===== config.mk =====
export PLATFORM = sky130hd
export DESIGN_NAME = chan_pwr_seq
export DESIGN_NICKNAME = d
export VERILOG_FILES = /design/src/rtl/chan_pwr_seq_pkg.sv /design/src/rtl/chan_pwr_seq_timer.sv /design/src/rtl/chan_pwr_seq_shadow.sv /design/src/rtl/chan_pwr_seq.sv
export SDC_FILE = /design/constraint.sdc
export NUM_CORES = 1
export LEC_CHECK = 0
export BUFFER_PORTS_ARGS = -buffer_cell sky130_fd_sc_hd__buf_2
export CORE_MARGIN = 10
export CORE_UTILIZATION = 45
export CTS_BUF_LIST = sky130_fd_sc_hd__clkbuf_8
export DETAILED_ROUTE_END_ITERATION = 16
export SYNTH_ARGS = -nofsm -noshare
export SYNTH_HDL_FRONTEND = slang
export SYNTH_HIERARCHICAL = 1
export SYNTH_SLANG_ARGS = --single-unit

===== constraint.sdc =====
create_clock -name clk_i -period 6.55 [get_ports clk_i]
set_clock_uncertainty 0.05 [all_clocks]
set_input_delay 1.31 -clock clk_i [delete_from_list [all_inputs] [get_ports clk_i]]
set_output_delay 1.31 -clock clk_i [all_outputs]
set_load 0.01 [all_outputs]

===== src/rtl/chan_pwr_seq_pkg.sv =====
package chan_pwr_seq_pkg;
  localparam int FRAME_W = 24;
  localparam int WORD_W  = 13;
  localparam logic [4:0] CTRL_ADDR_BASE = 5'h1C;
  localparam logic [2:0] SEL_DAC_CTRL   = 3'd2;
  localparam int BIT_INT_EN  = 8;
  localparam int BIT_OUT_EN  = 6;
  localparam int BIT_DCDC_EN = 4;

  typedef enum logic [1:0] {ST_IDLE, ST_SEND1, ST_SETTLE, ST_SEND2} seq_state_e;

  function automatic logic [FRAME_W-1:0] build_frame(input logic [4:0] addr,
                                                     input logic [WORD_W-1:0] word);
    return {3'b000, addr, SEL_DAC_CTRL, word};
  endfunction
endpackage


===== src/rtl/chan_pwr_seq_timer.sv =====
module chan_pwr_seq_timer #(
  parameter int unsigned CYCLES = 40000
) (
  input  logic clk_i,
  input  logic rst_ni,
  input  logic load_i,
  output logic done_o
);
  localparam int unsigned LIM = (CYCLES > 0) ? CYCLES - 1 : 0;
  localparam int CW = (LIM > 0) ? $clog2(LIM + 1) : 1;

  logic [CW-1:0] cnt_q;
  logic          run_q;

  assign done_o = run_q && (cnt_q == '0);

  always_ff @(posedge clk_i or negedge rst_ni) begin
    if (!rst_ni) begin
      cnt_q <= '0;
      run_q <= 1'b0;
    end else if (load_i) begin
      cnt_q <= CW'(LIM);
      run_q <= 1'b1;
    end else if (run_q) begin
      if (cnt_q == '0) run_q <= 1'b0;
      else             cnt_q <= cnt_q - 1'b1;
    end
  end

  AST_DONE_SINGLE: assert property (@(posedge clk_i) disable iff (!rst_ni)
    done_o |=> !done_o);
endmodule


===== src/rtl/chan_pwr_seq_shadow.sv =====
module chan_pwr_seq_shadow
  import chan_pwr_seq_pkg::*;
#(
  parameter int NUM_CH = 4,
  localparam int CHW = (NUM_CH > 1) ? $clog2(NUM_CH) : 1
) (
  input  logic              clk_i,
  input  logic              rst_ni,
  input  logic              we_i,
  input  logic [CHW-1:0]    wr_ch_i,
  input  logic [WORD_W-1:0] set_i,
  input  logic [WORD_W-1:0] clr_i,
  input  logic              mask_we_i,
  input  logic              mask_val_i,
  input  logic [CHW-1:0]    rd_ch_i,
  output logic [WORD_W-1:0] rd_word_o,
  output logic [NUM_CH-1:0] mask_o
);
  logic [WORD_W-1:0] word_q [NUM_CH];
  logic [NUM_CH-1:0] mask_q;

  for (genvar g = 0; g < NUM_CH; g++) begin : g_ch
    always_ff @(posedge clk_i or negedge rst_ni) begin
      if (!rst_ni) begin
        word_q[g] <= '0;
        mask_q[g] <= 1'b1;
      end else begin
        if (we_i && wr_ch_i == CHW'(g)) word_q[g] <= (word_q[g] | set_i) & ~clr_i;
        if (mask_we_i && wr_ch_i == CHW'(g)) mask_q[g] <= mask_val_i;
      end
    end
  end

  assign rd_word_o = word_q[rd_ch_i];
  assign mask_o    = mask_q;
endmodule


===== src/rtl/chan_pwr_seq.sv =====
module chan_pwr_seq
  import chan_pwr_seq_pkg::*;
#(
  parameter int NUM_CH    = 4,
  parameter int CLK_HZ    = 200_000_000,
  parameter int SETTLE_US = 200,
  localparam int CHW = (NUM_CH > 1) ? $clog2(NUM_CH) : 1,
  localparam int SETTLE_CYC = (CLK_HZ / 1_000_000) * SETTLE_US
) (
  input  logic               clk_i,
  input  logic               rst_ni,
  input  logic               req_valid_i,
  input  logic [CHW-1:0]     req_chan_i,
  input  logic               req_off_i,
  output logic [FRAME_W-1:0] frame_o,
  output logic               frame_valid_o,
  input  logic               frame_ready_i,
  output logic               busy_o,
  output logic [NUM_CH-1:0]  pd_mask_o
);
  localparam logic [WORD_W-1:0] M_INT  = WORD_W'(1) << BIT_INT_EN;
  localparam logic [WORD_W-1:0] M_OUT  = WORD_W'(1) << BIT_OUT_EN;
  localparam logic [WORD_W-1:0] M_DCDC = WORD_W'(1) << BIT_DCDC_EN;

  seq_state_e        state_q;
  logic [CHW-1:0]    ch_q;
  logic              up_q;
  logic              start, hs, settle_done, tmr_load;
  logic              sh_we;
  logic [CHW-1:0]    sh_ch;
  logic [WORD_W-1:0] sh_set, sh_clr, rd_word;

  assign start = req_valid_i && (state_q == ST_IDLE) && (pd_mask_o[req_chan_i] != req_off_i);
  assign hs    = frame_valid_o && frame_ready_i;
  assign tmr_load = (state_q == ST_SEND1) && hs && up_q;

  always_comb begin
    sh_we  = 1'b0;
    sh_ch  = ch_q;
    sh_set = '0;
    sh_clr = '0;
    if (start) begin
      sh_we = 1'b1;
      sh_ch = req_chan_i;
      if (req_off_i) sh_clr = M_INT | M_OUT | M_DCDC;
      else           sh_set = M_INT | M_DCDC;
    end else if (state_q == ST_SETTLE && settle_done) begin
      sh_we  = 1'b1;
      sh_set = M_OUT;
    end
  end

  always_ff @(posedge clk_i or negedge rst_ni) begin
    if (!rst_ni) begin
      state_q <= ST_IDLE;
      ch_q    <= '0;
      up_q    <= 1'b0;
    end else begin
      unique case (state_q)
        ST_IDLE: if (start) begin
          state_q <= ST_SEND1;
          ch_q    <= req_chan_i;
          up_q    <= !req_off_i;
        end
        ST_SEND1:  if (hs) state_q <= up_q ? ST_SETTLE : ST_IDLE;
        ST_SETTLE: if (settle_done) state_q <= ST_SEND2;
        ST_SEND2:  if (hs) state_q <= ST_IDLE;
        default:   state_q <= ST_IDLE;
      endcase
    end
  end

  chan_pwr_seq_shadow #(.NUM_CH(NUM_CH)) u_shadow (
    .clk_i      (clk_i),
    .rst_ni     (rst_ni),
    .we_i       (sh_we),
    .wr_ch_i    (sh_ch),
    .set_i      (sh_set),
    .clr_i      (sh_clr),
    .mask_we_i  (start),
    .mask_val_i (req_off_i),
    .rd_ch_i    (ch_q),
    .rd_word_o  (rd_word),
    .mask_o     (pd_mask_o)
  );

  chan_pwr_seq_timer #(.CYCLES(SETTLE_CYC)) u_timer (
    .clk_i  (clk_i),
    .rst_ni (rst_ni),
    .load_i (tmr_load),
    .done_o (settle_done)
  );

  assign frame_valid_o = (state_q == ST_SEND1) || (state_q == ST_SEND2);
  assign frame_o       = build_frame(CTRL_ADDR_BASE | 5'(ch_q), rd_word);
  assign busy_o        = (state_q != ST_IDLE);

  AST_FRAME_HOLD: assert property (@(posedge clk_i) disable iff (!rst_ni)
    frame_valid_o && !frame_ready_i |=> frame_valid_o && $stable(frame_o));
  AST_IDLE_QUIET: assert property (@(posedge clk_i) disable iff (!rst_ni)
    !busy_o |-> !frame_valid_o);
  AST_MASK_FROZEN_BUSY: assert property (@(posedge clk_i) disable iff (!rst_ni)
    $past(busy_o) |-> $stable(pd_mask_o));
  AST_OUT_NEEDS_INT: assert property (@(posedge clk_i) disable iff (!rst_ni)
    frame_valid_o && frame_o[BIT_OUT_EN] |-> frame_o[BIT_INT_EN]);
  AST_FRAME_SEL: assert property (@(posedge clk_i) disable iff (!rst_ni)
    frame_valid_o |-> frame_o[15:13] == SEL_DAC_CTRL && frame_o[23:21] == 3'b000);
endmodule


### After elaboration in Yosys (flattened, before gate mapping)

Cells that the tools add are included.

* add/sub/neg operators: 1
* multiplexer cells: 25
* bitwise gates (word level): 10
* eq/ne operators: 12
* $lt $le $gt $ge: 2
* reductions and logical operators: 25

Operator list (count)
* AND 13 bit: 4
* 2-to-1 mux 13 bit: 4
* bitwise OR 13 bit: 4
* 2-to-1 mux 16 bit: 3
* binary-select mux 13 bit (select 2 bit): 1
* 2-to-1 mux 9 bit: 2
* zero test 16 bit: 1
* subtractor 16 x 1 -> 16 bit, second input constant: 1
* logical AND 1 bit: 15
* inverter 13 bit: 1
* 2-to-1 mux 2 bit: 6
* equality test 2 bit, second input constant: 4
* != test 2 bit, second input constant: 4
* case mux 2 bit (4 select lines): 1
* 2-to-1 mux 7 bit: 1
* 2-to-1 mux 1 bit: 6
* equality test 2 x 1 -> 1 bit, second input constant: 2
* zero test 2 bit: 2
* AND reduction 2 bit: 2
* AND reduction 4 bit: 1
* nonzero test 2 bit: 2
* >= comparator 3 bit, second input constant: 1
* < comparator 2 x 3 -> 1 bit, second input constant: 1
* inverter 2 -> 3 bit: 1
* 5 further kinds: 5

* input bits: 7
* logic and storage cells: 88
* bits in registers: 78
* output and inout port bits: 30

### Depth between registers and ports, before layout

Gate-level depths: netlist of the first run.

* depth in word-level cells: 7
* depth in mapped cells: 11
* mapped depth without buffers: 9

### By module

Netlist of the first run, hierarchy kept.

By module, submodules not included
* chan_pwr_seq_shadow: sequential area each 1406.3 µm², cells each 209, times used 1, area an instance 2924.1 µm²
* chan_pwr_seq_timer: sequential area each 425.4 µm², cells each 103, times used 1, area an instance 1013.5 µm²
* chan_pwr_seq: sequential area each 125.1 µm², cells each 42, times used 1, area an instance 407.9 µm²

### Worst setup path after synthesis of the first run

No wires, ideal clock.

* path kind: in2reg
* start point: input port req_chan_i[0]
* end point: register u_shadow.mask_q[0] (netlist: u_shadow/mask_o[0])
* buffers on the path: 1
* data required time: 6418 ps
* stages: 6
* setup time: 82 ps
* path slack: 3187 ps
* arrival time: 3231 ps
* path through: mux4_2 > mux2i_4 > mux2_2 > buf_4 > nor3b_1 > mux2_2

* word-level cells in the longest chain between the ends: 7

Ends and longest elaborated chain
* start: declaration: RTL line chan_pwr_seq.sv:13 `input logic [CHW-1:0] req_chan_i,`
* binary-select mux 1 bit (select 2 bit): RTL line chan_pwr_seq.sv:33 `assign start = req_valid_i && (state_q == ST_IDLE) && (pd_mask_o[req_chan_i] != req_off_i);`
* 2-to-1 mux 1 bit (not written as such): RTL line chan_pwr_seq.sv:33
* != test 1 bit: RTL line chan_pwr_seq.sv:33
* logical AND 1 bit: RTL line chan_pwr_seq.sv:33
* 2-to-1 mux 2 bit *
* via sh_ch[0]: RTL line chan_pwr_seq.sv:30 `logic [CHW-1:0] sh_ch;`
* zero test 2 bit *: RTL line chan_pwr_seq_shadow.sv:29 `if (mask_we_i && wr_ch_i == CHW'(g)) mask_q[g] <= mask_val_i;`
* logical AND 1 bit *: RTL line chan_pwr_seq_shadow.sv:29
* end signal: indexed assignment: RTL line chan_pwr_seq_shadow.sv:29
* end: declaration: RTL line chan_pwr_seq_shadow.sv:20 `logic [NUM_CH-1:0] mask_q;`

Mark *: on every way through the listed nets, which the timed path passes. The rest lies on a longest branch. The select of a mux whose other input is x is not followed.
A chain may end at the register's enable or synchronous reset.

### Final worst setup path of the first run

* start point: input port req_chan_i[0]
* end point: register u_shadow/word_q[17] in the netlist's numbering

* elaborated cells on any way between the ends: 13
* classes of those cells: 2 x eq/ne; 6 x mux; 3 x bitwise; 2 x reduce/logical

RTL lines
* binary-select mux 1 bit (select 2 bit): RTL line chan_pwr_seq.sv:33
* 2-to-1 mux 1 bit (not written as such): RTL line chan_pwr_seq.sv:33
* != test 1 bit: RTL line chan_pwr_seq.sv:33
* logical AND 1 bit: RTL line chan_pwr_seq.sv:33
* 2-to-1 mux 1 bit: RTL line chan_pwr_seq.sv:42 `if (start) begin`
* via sh_we: RTL line chan_pwr_seq.sv:29 `logic sh_we;`
* logical AND 1 bit: RTL line chan_pwr_seq_shadow.sv:28 `if (we_i && wr_ch_i == CHW'(g)) word_q[g] <= (word_q[g] | set_i) & ~clr_i;`
* end signal: indexed assignment: RTL line chan_pwr_seq_shadow.sv:28
* end: declaration: RTL line chan_pwr_seq_shadow.sv:19 `logic [WORD_W-1:0] word_q [NUM_CH];`

The timed path passes the listed nets, and every way through them passes these cells. The select of a mux whose other input is x is not followed.

==> results of run 1 <==
## worst max-delay path: cells and delay by family
kind	cells	cell delay (ps)
mux	2	830
compound gates	1	110
simple gates	2	1160
buf+inv	2	490
## state kept, by name, summed over array words and instances, names as in the netlist, named ones only
| signal | flops |
|---|---|
| ch_q | 2 |
| state_q | 1 |
| u_shadow/mask_o | 4 |
| u_shadow/word_q | 52 |
| u_timer/cnt_q | 16 |
| u_timer/run_q | 1 |
| up_q | 1 |
## worst max path at each step
stage / from / endpoint / slack [ps]
2_1_floorplan: req_chan_i[0] / u_shadow/mask_o[0]$_DFFE_PN1P_ / 3190
3_3_place_gp: req_chan_i[0] / u_shadow/word_q[17]$_DFFE_PN0P_ / 2530
3_5_place_dp: req_off_i / u_shadow/word_q[17]$_DFFE_PN0P_ / 2420
4_1_cts: req_off_i / u_shadow/word_q[17]$_DFFE_PN0P_ / 2840
5_1_grt: req_off_i / u_shadow/word_q[17]$_DFFE_PN0P_ / 2510
6_report: req_chan_i[0] / u_shadow/word_q[17]$_DFFE_PN0P_ / 2810
## report_power, final
part	total, mW	switching, mW	leakage [nW]	internal [mW]
logic	0.916	0.453	1.21	0.463
clock network	0.407	0.184	0.106	0.224
registers	0.891	0.196	0.955	0.694
## cells in the final DEF, fill, tap and decap left out, drive strengths merged, types with 5 or more instances in the layout
| cell | instances |
|---|---|
| nand2 | 6 |
| inv | 8 |
| buf | 29 |
| dfrtp | 74 |
| a21oi | 19 |
| or3 | 6 |
| nor2 | 10 |
| and4bb | 11 |
| a2bb2oi | 39 |
| a41oi | 13 |
| conb | 89 |
| nor3b | 5 |
| or4 | 5 |
| clkbuf | 10 |
| mux2 | 10 |
| and4b | 26 |
| mux4 | 14 |
| nor4 | 8 |
## metal layers
layer  part of all wire  GRT usage
met2               0.45      0.207
met1               0.51      0.194
met5                  0          0
met4             0.0086     0.0332
met3              0.039     0.0433
## cells by family (layout without fill, tap and decap cells)
logic type                 after synthesis  after routing
AOI/OAI and AO/OA                       89             89
and+or+nand+nor                        110            110
xor gates and xnor gates                 1              1
DFF                                     78             78
muxes                                   27             27
adders and majority gates                1              1
buffers and inverters                   46             52
other                                    2             89
## final cells by class
class	instances	area, um2
fillers	864	4370
multi-input cells	317	2440
flip-flops and latches	78	1960
well taps	129	161
repair buffers	29	153
clock buffers	10	138
clock inverters	6	86.3
inverters	7	26.3
==> results.cfg, run 1 <==
[floorplan]
core_area_um2 = 9330
die_w_um = 118
ios = 37
num_rows = 35
start_util = 0.466
die-height_um = 118
die_area_um2 = 14000

[power]
p_leak_nw = 2.27
p_total_mw = 2.21
ir_drop_v = 0.000458
p_per_area_nw_per_um2 = 447

[clocking]
cts_resized = 0
clkSinkCount = 78
clk_pin_slew_ps = 90
cts_buffers = 9
postCtsSetupBuffers = 0
cts_hold_buf = 0
insertion_delay_ps = 350
clockBufferDepth = 2
htree_levels = 3
cts_tree = built
cts-root-buf = clkbuf_8

[hold_path]
holdCritStartpoint = u_shadow/word_q[6]$_DFFE_PN0P_
holdPathEnd = u_shadow/word_q[6]$_DFFE_PN0P_
min_path_cells = 2
min-delay-path-class = reg2reg

[job]
drv_cap = 0

[cells_and_area]
fin_util = 0.531
final_area_um2 = 4960
finalNonFillerCells = 576
final_nets = 450
area_delta_synth_final_pct = 14.1
n_antenna_cell = 0
drive_gt1_frac = 0.213

[yosys]
ys_ff_latch = 78
synth_top_area_cell = dfrtp_1
avgSynthCellArea_um2 = 12.3
synthAdderAreaFrac = 0.00288
synth_top_family_by_area = simple AND/OR/NAND/NOR gates
synthMuxAreaShare = 0.110
netlist_area_um2 = 4350
synth_compound_area_frac = 0.163
seq_area_frac_synth = 0.450
synth_top_area_frac = 0.426
synthXorXnorAreaFrac = 0.00202
synthTopCellsByCount = dfrtp_1, a2bb2oi_1, and4b_1
ys_types = 54
synth_edf_count = 0
ys_top_cells_by_area = dfrtp_1, a2bb2oi_1, mux4_2
yosysWarningCount = 6
synth_flop_cell = dfrtp_1
synth.most_common_cell = dfrtp_1
async_flop_share = 1.00
synth_simple_gate_area_frac = 0.205
postSynthCellCount = 354

[place]
port_buffers = 27
hpwl_um = 5880
detailedPlace.worstSlack_ps = 2420
dpl_cell_area_um2 = 4730
dp.cells = 560
globalplace.congestion = 0.730

[setup_path]
cpMaxStageDelayCell = nand2_1
cp_data_required_time_ps = 6730
crit_chain = buf_2 > mux4_2 > mux2i_4 > nand2_1 > buf_4 > and3b_4 > a2bb2oi_1
reg2reg_depth = 9
critPathMaxFanout = 34
rr_startpoint = u_timer/cnt_q[10]$_DFFE_PN0P_
cp_slowest_stage_delay_ps = 780
reg2reg_slack_ps = 2870
cp-start-kind = primary input
cp.arrival_ps = 3920
worstReg2RegEnd = u_shadow/word_q[17]$_DFFE_PN0P_
setup.worst_path.end_class = flip-flop
worstSetupPathType = in2reg

[detailed_routing]
drtIter0Drc = 194
viasPerCell = 5.35
drt_pass1_iterations = 4
routed_wl_um = 9470
route.vias.total = 3081
detail-route-antenna-nets = 0
drc = 0
routedWlPerCell_um = 16.4

[sta]
hold_viol = 0
rsz0062_at_grt = false
drv_slew = 0
whs_ps = 477
setup_ws_ps = 2810
final.period_utilization = 0.571
finalSetupTns_ps = 0
tightest_slew_ps = 1000
relSlewSlack = 0.328
min_period_ps = 3740
setup_viol = 0
max_freq_ghz = 0.267

[status]
outcome = finished clean

[grt]
grt_pass1_vias = 3158
grtUsageTotal = 0.139
grt_max_degree = 79
grt_overflow_total = 0
grt_pass1_wl_um = 16300
grt_antenna_before_repair = 0
(Power assumes the default switching activity.)
==> run 2, diff against run 1 <==
ABC_AREA = 1   (was default)
clock period = 3.91 ns   (was 6.55 ns; I/O delays follow)
==> run 2 against run 1 <==
Effect of this change:
- first-iteration DRC count increased by 49%
- worst hold slack got worse by 41 ps
- via count increased by 39%
- global-route usage increased by 2.1 points
- final cell count increased by 66%
- synthesized cell count increased by 100%
==> results.cfg, run 2 <==
[detailed_routing]
drt_pass1_iterations = 5
detail-route-antenna-nets = 0
drtIter0Drc = 289
route.vias.total = 4273
drc = 0
viasPerCell = 4.46
routedWlPerCell_um = 11.8
routed_wl_um = 11300

[sta]
drv_slew = 0
tightest_slew_ps = 1040
whs_ps = 436
max_freq_ghz = 0.324
min_period_ps = 3090
relSlewSlack = 0.308
final.period_utilization = 0.790
finalSetupTns_ps = 0
hold_viol = 0
setup_viol = 0
rsz0062_at_grt = false

[place]
dpl_cell_area_um2 = 5250
hpwl_um = 7810
port_buffers = 27
globalplace.congestion = 0.811

[grt]
grt_pass1_wl_um = 19600
grtUsageTotal = 0.160
top_usage_layer = met2
met3_usage = 0.0337
grt_overflow_total = 0
grt_antenna_before_repair = 0
globalRouteMet1Util = 0.200
met2_usage = 0.270
grt_max_degree = 79
grt_pass1_vias = 4187

[floorplan]
ios = 37
die-height_um = 123
die_area_um2 = 15200
num_rows = 37
start_util = 0.463
core_area_um2 = 10300
die_w_um = 123

[cells_and_area]
n_fill_cell = 1039
n_antenna_cell = 0
top_register = u_shadow/word_q
drive_gt1_frac = 0.123
area_delta_synth_final_pct = 14.1
final_area_um2 = 5460
final_common_cell = nand2_1
largest_register_ffs = 52
final_cell_mix = nand2_1, nor2_1, conb_1
final_nets = 825

[yosys]
postSynthCellCount = 717
synthTopCellsByCount = nand2_1, nor2_1, dfrtp_1
synth.most_common_cell = nand2_1
synth_flop_cell = dfrtp_1
ys_types = 32
yosysWarningCount = 6
synth_edf_count = 0
async_flop_share = 1.00
synth_top_area_cell = dfrtp_1
seq_area_frac_synth = 0.409
ys_top_cells_by_area = dfrtp_1, nand2_1, nor2_1
ys_ff_latch = 78
synth_top_area_frac = 0.387
netlist_area_um2 = 4780
avgSynthCellArea_um2 = 6.67

[clocking]
postCtsSetupBuffers = 0
htree_levels = 3
cts_resized = 0
cts_buffers = 9
clockBufferDepth = 2
insertion_delay_ps = 360
clk_pin_slew_ps = 80
cts-root-buf = clkbuf_8
cts_tree = built
cts_hold_buf = 0
clkSinkCount = 78

[setup_path]
cp-start-kind = flip-flop
setup.worst_path.end_class = primary output
worstSetupPathType = reg2out
cp_data_required_time_ps = 3080
cp.arrival_ps = 2260
critPathMaxFanout = 25

[power]
p_total_mw = 3.74
ir_drop_v = 0.000279
p_per_area_nw_per_um2 = 686
p_leak_nw = 3.11

[job]
drv_cap = 0

[hold_path]
min-delay-path-class = reg2reg

[status]
outcome = finished clean
[run 2: cell count changes after synthesis, moves of 14 or more]
cell / change
or2_2: +14
nand3_1: +44
and4b_1: -26
a2bb2oi_1: -39
nor2_1: +118
a21oi_1: -18
inv_1: +64
nand2_1: +276
[run 2: power by group]
group	leakage (nW)	internal [mW]	switching, mW	total [mW]
logic	2.00	0.623	1.03	1.65
registers	0.988	1.13	0.287	1.42
clock network	0.119	0.371	0.305	0.675
total	3.11	2.12	1.62	3.74
[run 2: final timing paths]
check | start | to | slack (ps) | depth (start not counted)
setup reg to reg | u_timer/cnt_q[0]$_DFFE_PN0P_ | u_shadow/word_q[42]$_DFFE_PN0P_ | 1100 | 14
hold / removal | u_shadow/mask_o[0]$_DFFE_PN1P_ | u_shadow/mask_o[0]$_DFFE_PN1P_ | 440 | 2
min in group asynchronous | rst_ni | u_timer/cnt_q[7]$_DFFE_PN0P_ | 530 | 1
max in group asynchronous | rst_ni | u_shadow/word_q[19]$_DFFE_PN0P_ | 2600 | 1
setup / recovery | ch_q[0]$_DFFE_PN0N_ | frame_o[11] | 820 | 5
hold reg to reg | u_shadow/mask_o[0]$_DFFE_PN1P_ | u_shadow/mask_o[0]$_DFFE_PN1P_ | 440 | 2
[run 2: area by class of cell]
type / count / area, um2 / share of cell area
clock buffers: 10 / 138 / 0.0252
clock inverters: 6 / 77.6 / 0.0142
inverters: 78 / 295 / 0.0541
multi-input cells: 620 / 2660 / 0.488
flip-flops and latches: 78 / 1960 / 0.358
well taps: 136 / 170 / 0.0312
repair buffers: 30 / 160 / 0.0293
[run 2: cells by family after synthesis]
kind of cell | share of synthesized area
AOI/OAI and AO/OA | 0.0204
xor gates and xnor gates | 0.00549
adders and majority gates | 0.00261
buffers and inverters | 0.103
DFF | 0.409
other | 0.00157
and+or+nand+nor | 0.458
[run 2: stage by stage]
stage	util	std cells	worst slack, ps
6_report	0.529	958	822
5_1_grt	0.529	958	598
4_1_cts	0.529	958	775
3_5_place_dp	0.508	942	1060
3_3_place_gp	0.508	942	1130
2_1_floorplan	-	804	1830
[run 2: critical path: stages, from the launching register on]
cell     delay, ps
dfrtp_1        930
inv_1          460
nand2_1        160
nand3_1        110
nand2_1        100
buf_2          130
[run 2: layer usage]
| layer | vias to the layer above | wire length, um |
|---|---|---|
| met3 | 14 | 455 |
| met5 | - | 0 |
| met2 | 59 | 5260 |
| met1 | 1934 | 5430 |
| met4 | 0 | 135 |
| li1 | 2266 | - |
==> run 3, diff against run 2 <==
clock period = 3 ns   (was 3.91 ns; I/O delays follow)
==> run 3 against run 2 <==
Effect of this change:
- sequential power increased by 28%
- register-to-register slack worse by 540 ps
- first-iteration DRC count is 10% lower
- global-route usage is 0.061 points lower
- final cell count up 0.52%
- wire length up 0.30%
- total power increased by 31%
- flip-flop and latch count is the same
- critical path depth is 9 higher
- critical endpoint is now u_shadow/word_q[29]$_DFFE_PN0P_
- largest cell class unchanged
==> results.cfg, run 3 (same netlist as run 2, synthesis figures left out) <==
[detailed_routing]
drc = 0
detail-route-antenna-nets = 0
drt_pass1_iterations = 5
route.vias.total = 4334
drtIter0Drc = 259
routed_wl_um = 11300
viasPerCell = 4.50
routedWlPerCell_um = 11.8

[grt]
grtUsageTotal = 0.159
grt_pass1_vias = 4135
grt_max_degree = 50
grt_antenna_before_repair = 0
grt_pass1_wl_um = 19600
grt_overflow_total = 0

[place]
port_buffers = 27
hpwl_um = 7970
globalplace.congestion = 0.854

[cells_and_area]
top_register = u_shadow/word_q
final_nets = 830
final_common_cell = nand2_1
n_antenna_cell = 0
final_cell_mix = nand2_1, nor2_1, conb_1
area_delta_synth_final_pct = 15.3
largest_register_ffs = 52
drive_gt1_frac = 0.131
n_fill_cell = 1063

[clocking]
clockBufferDepth = 2
htree_levels = 3
cts-root-buf = clkbuf_8
clkSinkCount = 78
cts_resized = 0
insertion_delay_ps = 360
cts_buffers = 9
cts_hold_buf = 0
postCtsSetupBuffers = 0
clk_pin_slew_ps = 90
cts_tree = built

[job]
drv_cap = 0

[setup_path]
setup.worst_path.end_class = flip-flop
crit_path_start = u_timer/cnt_q[0]$_DFFE_PN0P_
cp-start-kind = flip-flop
rr_startpoint = u_timer/cnt_q[0]$_DFFE_PN0P_
cp.arrival_ps = 2680
critPathMaxFanout = 13
worstSetupPathType = reg2reg
cp_data_required_time_ps = 3250

[floorplan]
num_rows = 37
die_area_um2 = 15200
die_w_um = 123
start_util = 0.463
ios = 37
core_area_um2 = 10300
die-height_um = 123

[power]
combPwrFrac = 0.446
p_seq_frac = 0.370
internal-power_mw = 2.78
p_leak_nw = 3.13
swShare = 0.434
power.share.clock = 0.184
switchingPower_mw = 2.13
ir_drop_v = 0.000405
p_per_area_nw_per_um2 = 890

[sta]
max_freq_ghz = 0.411
rsz0062_at_grt = false
relSlewSlack = 0.556
hold_viol = 0
min_period_ps = 2440
finalSetupTns_ps = 0
whs_ps = 219
setup_viol = 0
final.period_utilization = 0.812
tightest_slew_ps = 665
drv_slew = 0

[status]
outcome = finished clean

[hold_path]
min-delay-path-class = in2async
==> run 3: final cells by class <==
type,count,area (um2),share of cell area
repair buffers,35,210,0.0381
well taps,136,170,0.0308
clock buffers,10,138,0.0249
clock inverters,6,85.1,0.0154
flip-flops and latches,78,1960,0.355
multi-input cells,620,2660,0.483
inverters,78,295,0.0535
==> run 3: worst paths after layout <==
kind                                              endpoint  slack [ps]  cells after the start
setup / recovery           u_shadow/word_q[29]$_DFFE_PN0P_         560                     14
min in group clk_i          u_shadow/mask_o[0]$_DFFE_PN1P_         430                      2
setup reg to reg           u_shadow/word_q[29]$_DFFE_PN0P_         560                     14
hold reg to reg             u_shadow/mask_o[0]$_DFFE_PN1P_         430                      2
max in group asynchronous  u_shadow/word_q[21]$_DFFE_PN0P_        2060                      2
hold / removal               u_timer/cnt_q[11]$_DFFE_PN0P_         220                      1
==> run 3: stage by stage <==
stage	setup slack [ps]	area, um2	util	cells	total power, mW
6_report	565	5520	0.534	963	4.91
5_1_grt	215	5520	0.534	963	5.40
4_1_cts	530	5520	0.534	963	4.97
3_5_place_dp	562	5300	0.513	947	4.04
3_3_place_gp	548	5300	0.513	947	3.98
2_1_floorplan	917	5110	-	804	3.39
==> run 3: worst max-delay path: stages, from the launching register on <==
cell     delay (ps)
dfrtp_1         380
inv_1           100
ha_1            230
nand2_2         120
nor2_1          110
nand2_1          60
nor2_1          110
inv_1            50
nor2_1          130
inv_1            70
nand2_1         190
nand3_2         300
inv_2           320
nand2_1          90
nand2_1          60
==> run 3: power groups by stage <==
stage	registers (mW)	clock network (mW)	logic, mW
after detailed placement	1.83	0	2.21
after floorplan	1.77	0	1.62
final	1.82	0.905	2.19
after CTS	1.82	0.926	2.22
after global placement	1.82	0	2.17
after global routing	1.88	0.970	2.55
==> run 3: routing by layer <==
layer	track usage	share of wire	routed length (um)
met3	0.0260	0.042	480
met5	0	0	0
met2	0.258	0.47	5270
met4	0.0735	0.026	291
met1	0.205	0.47	5280
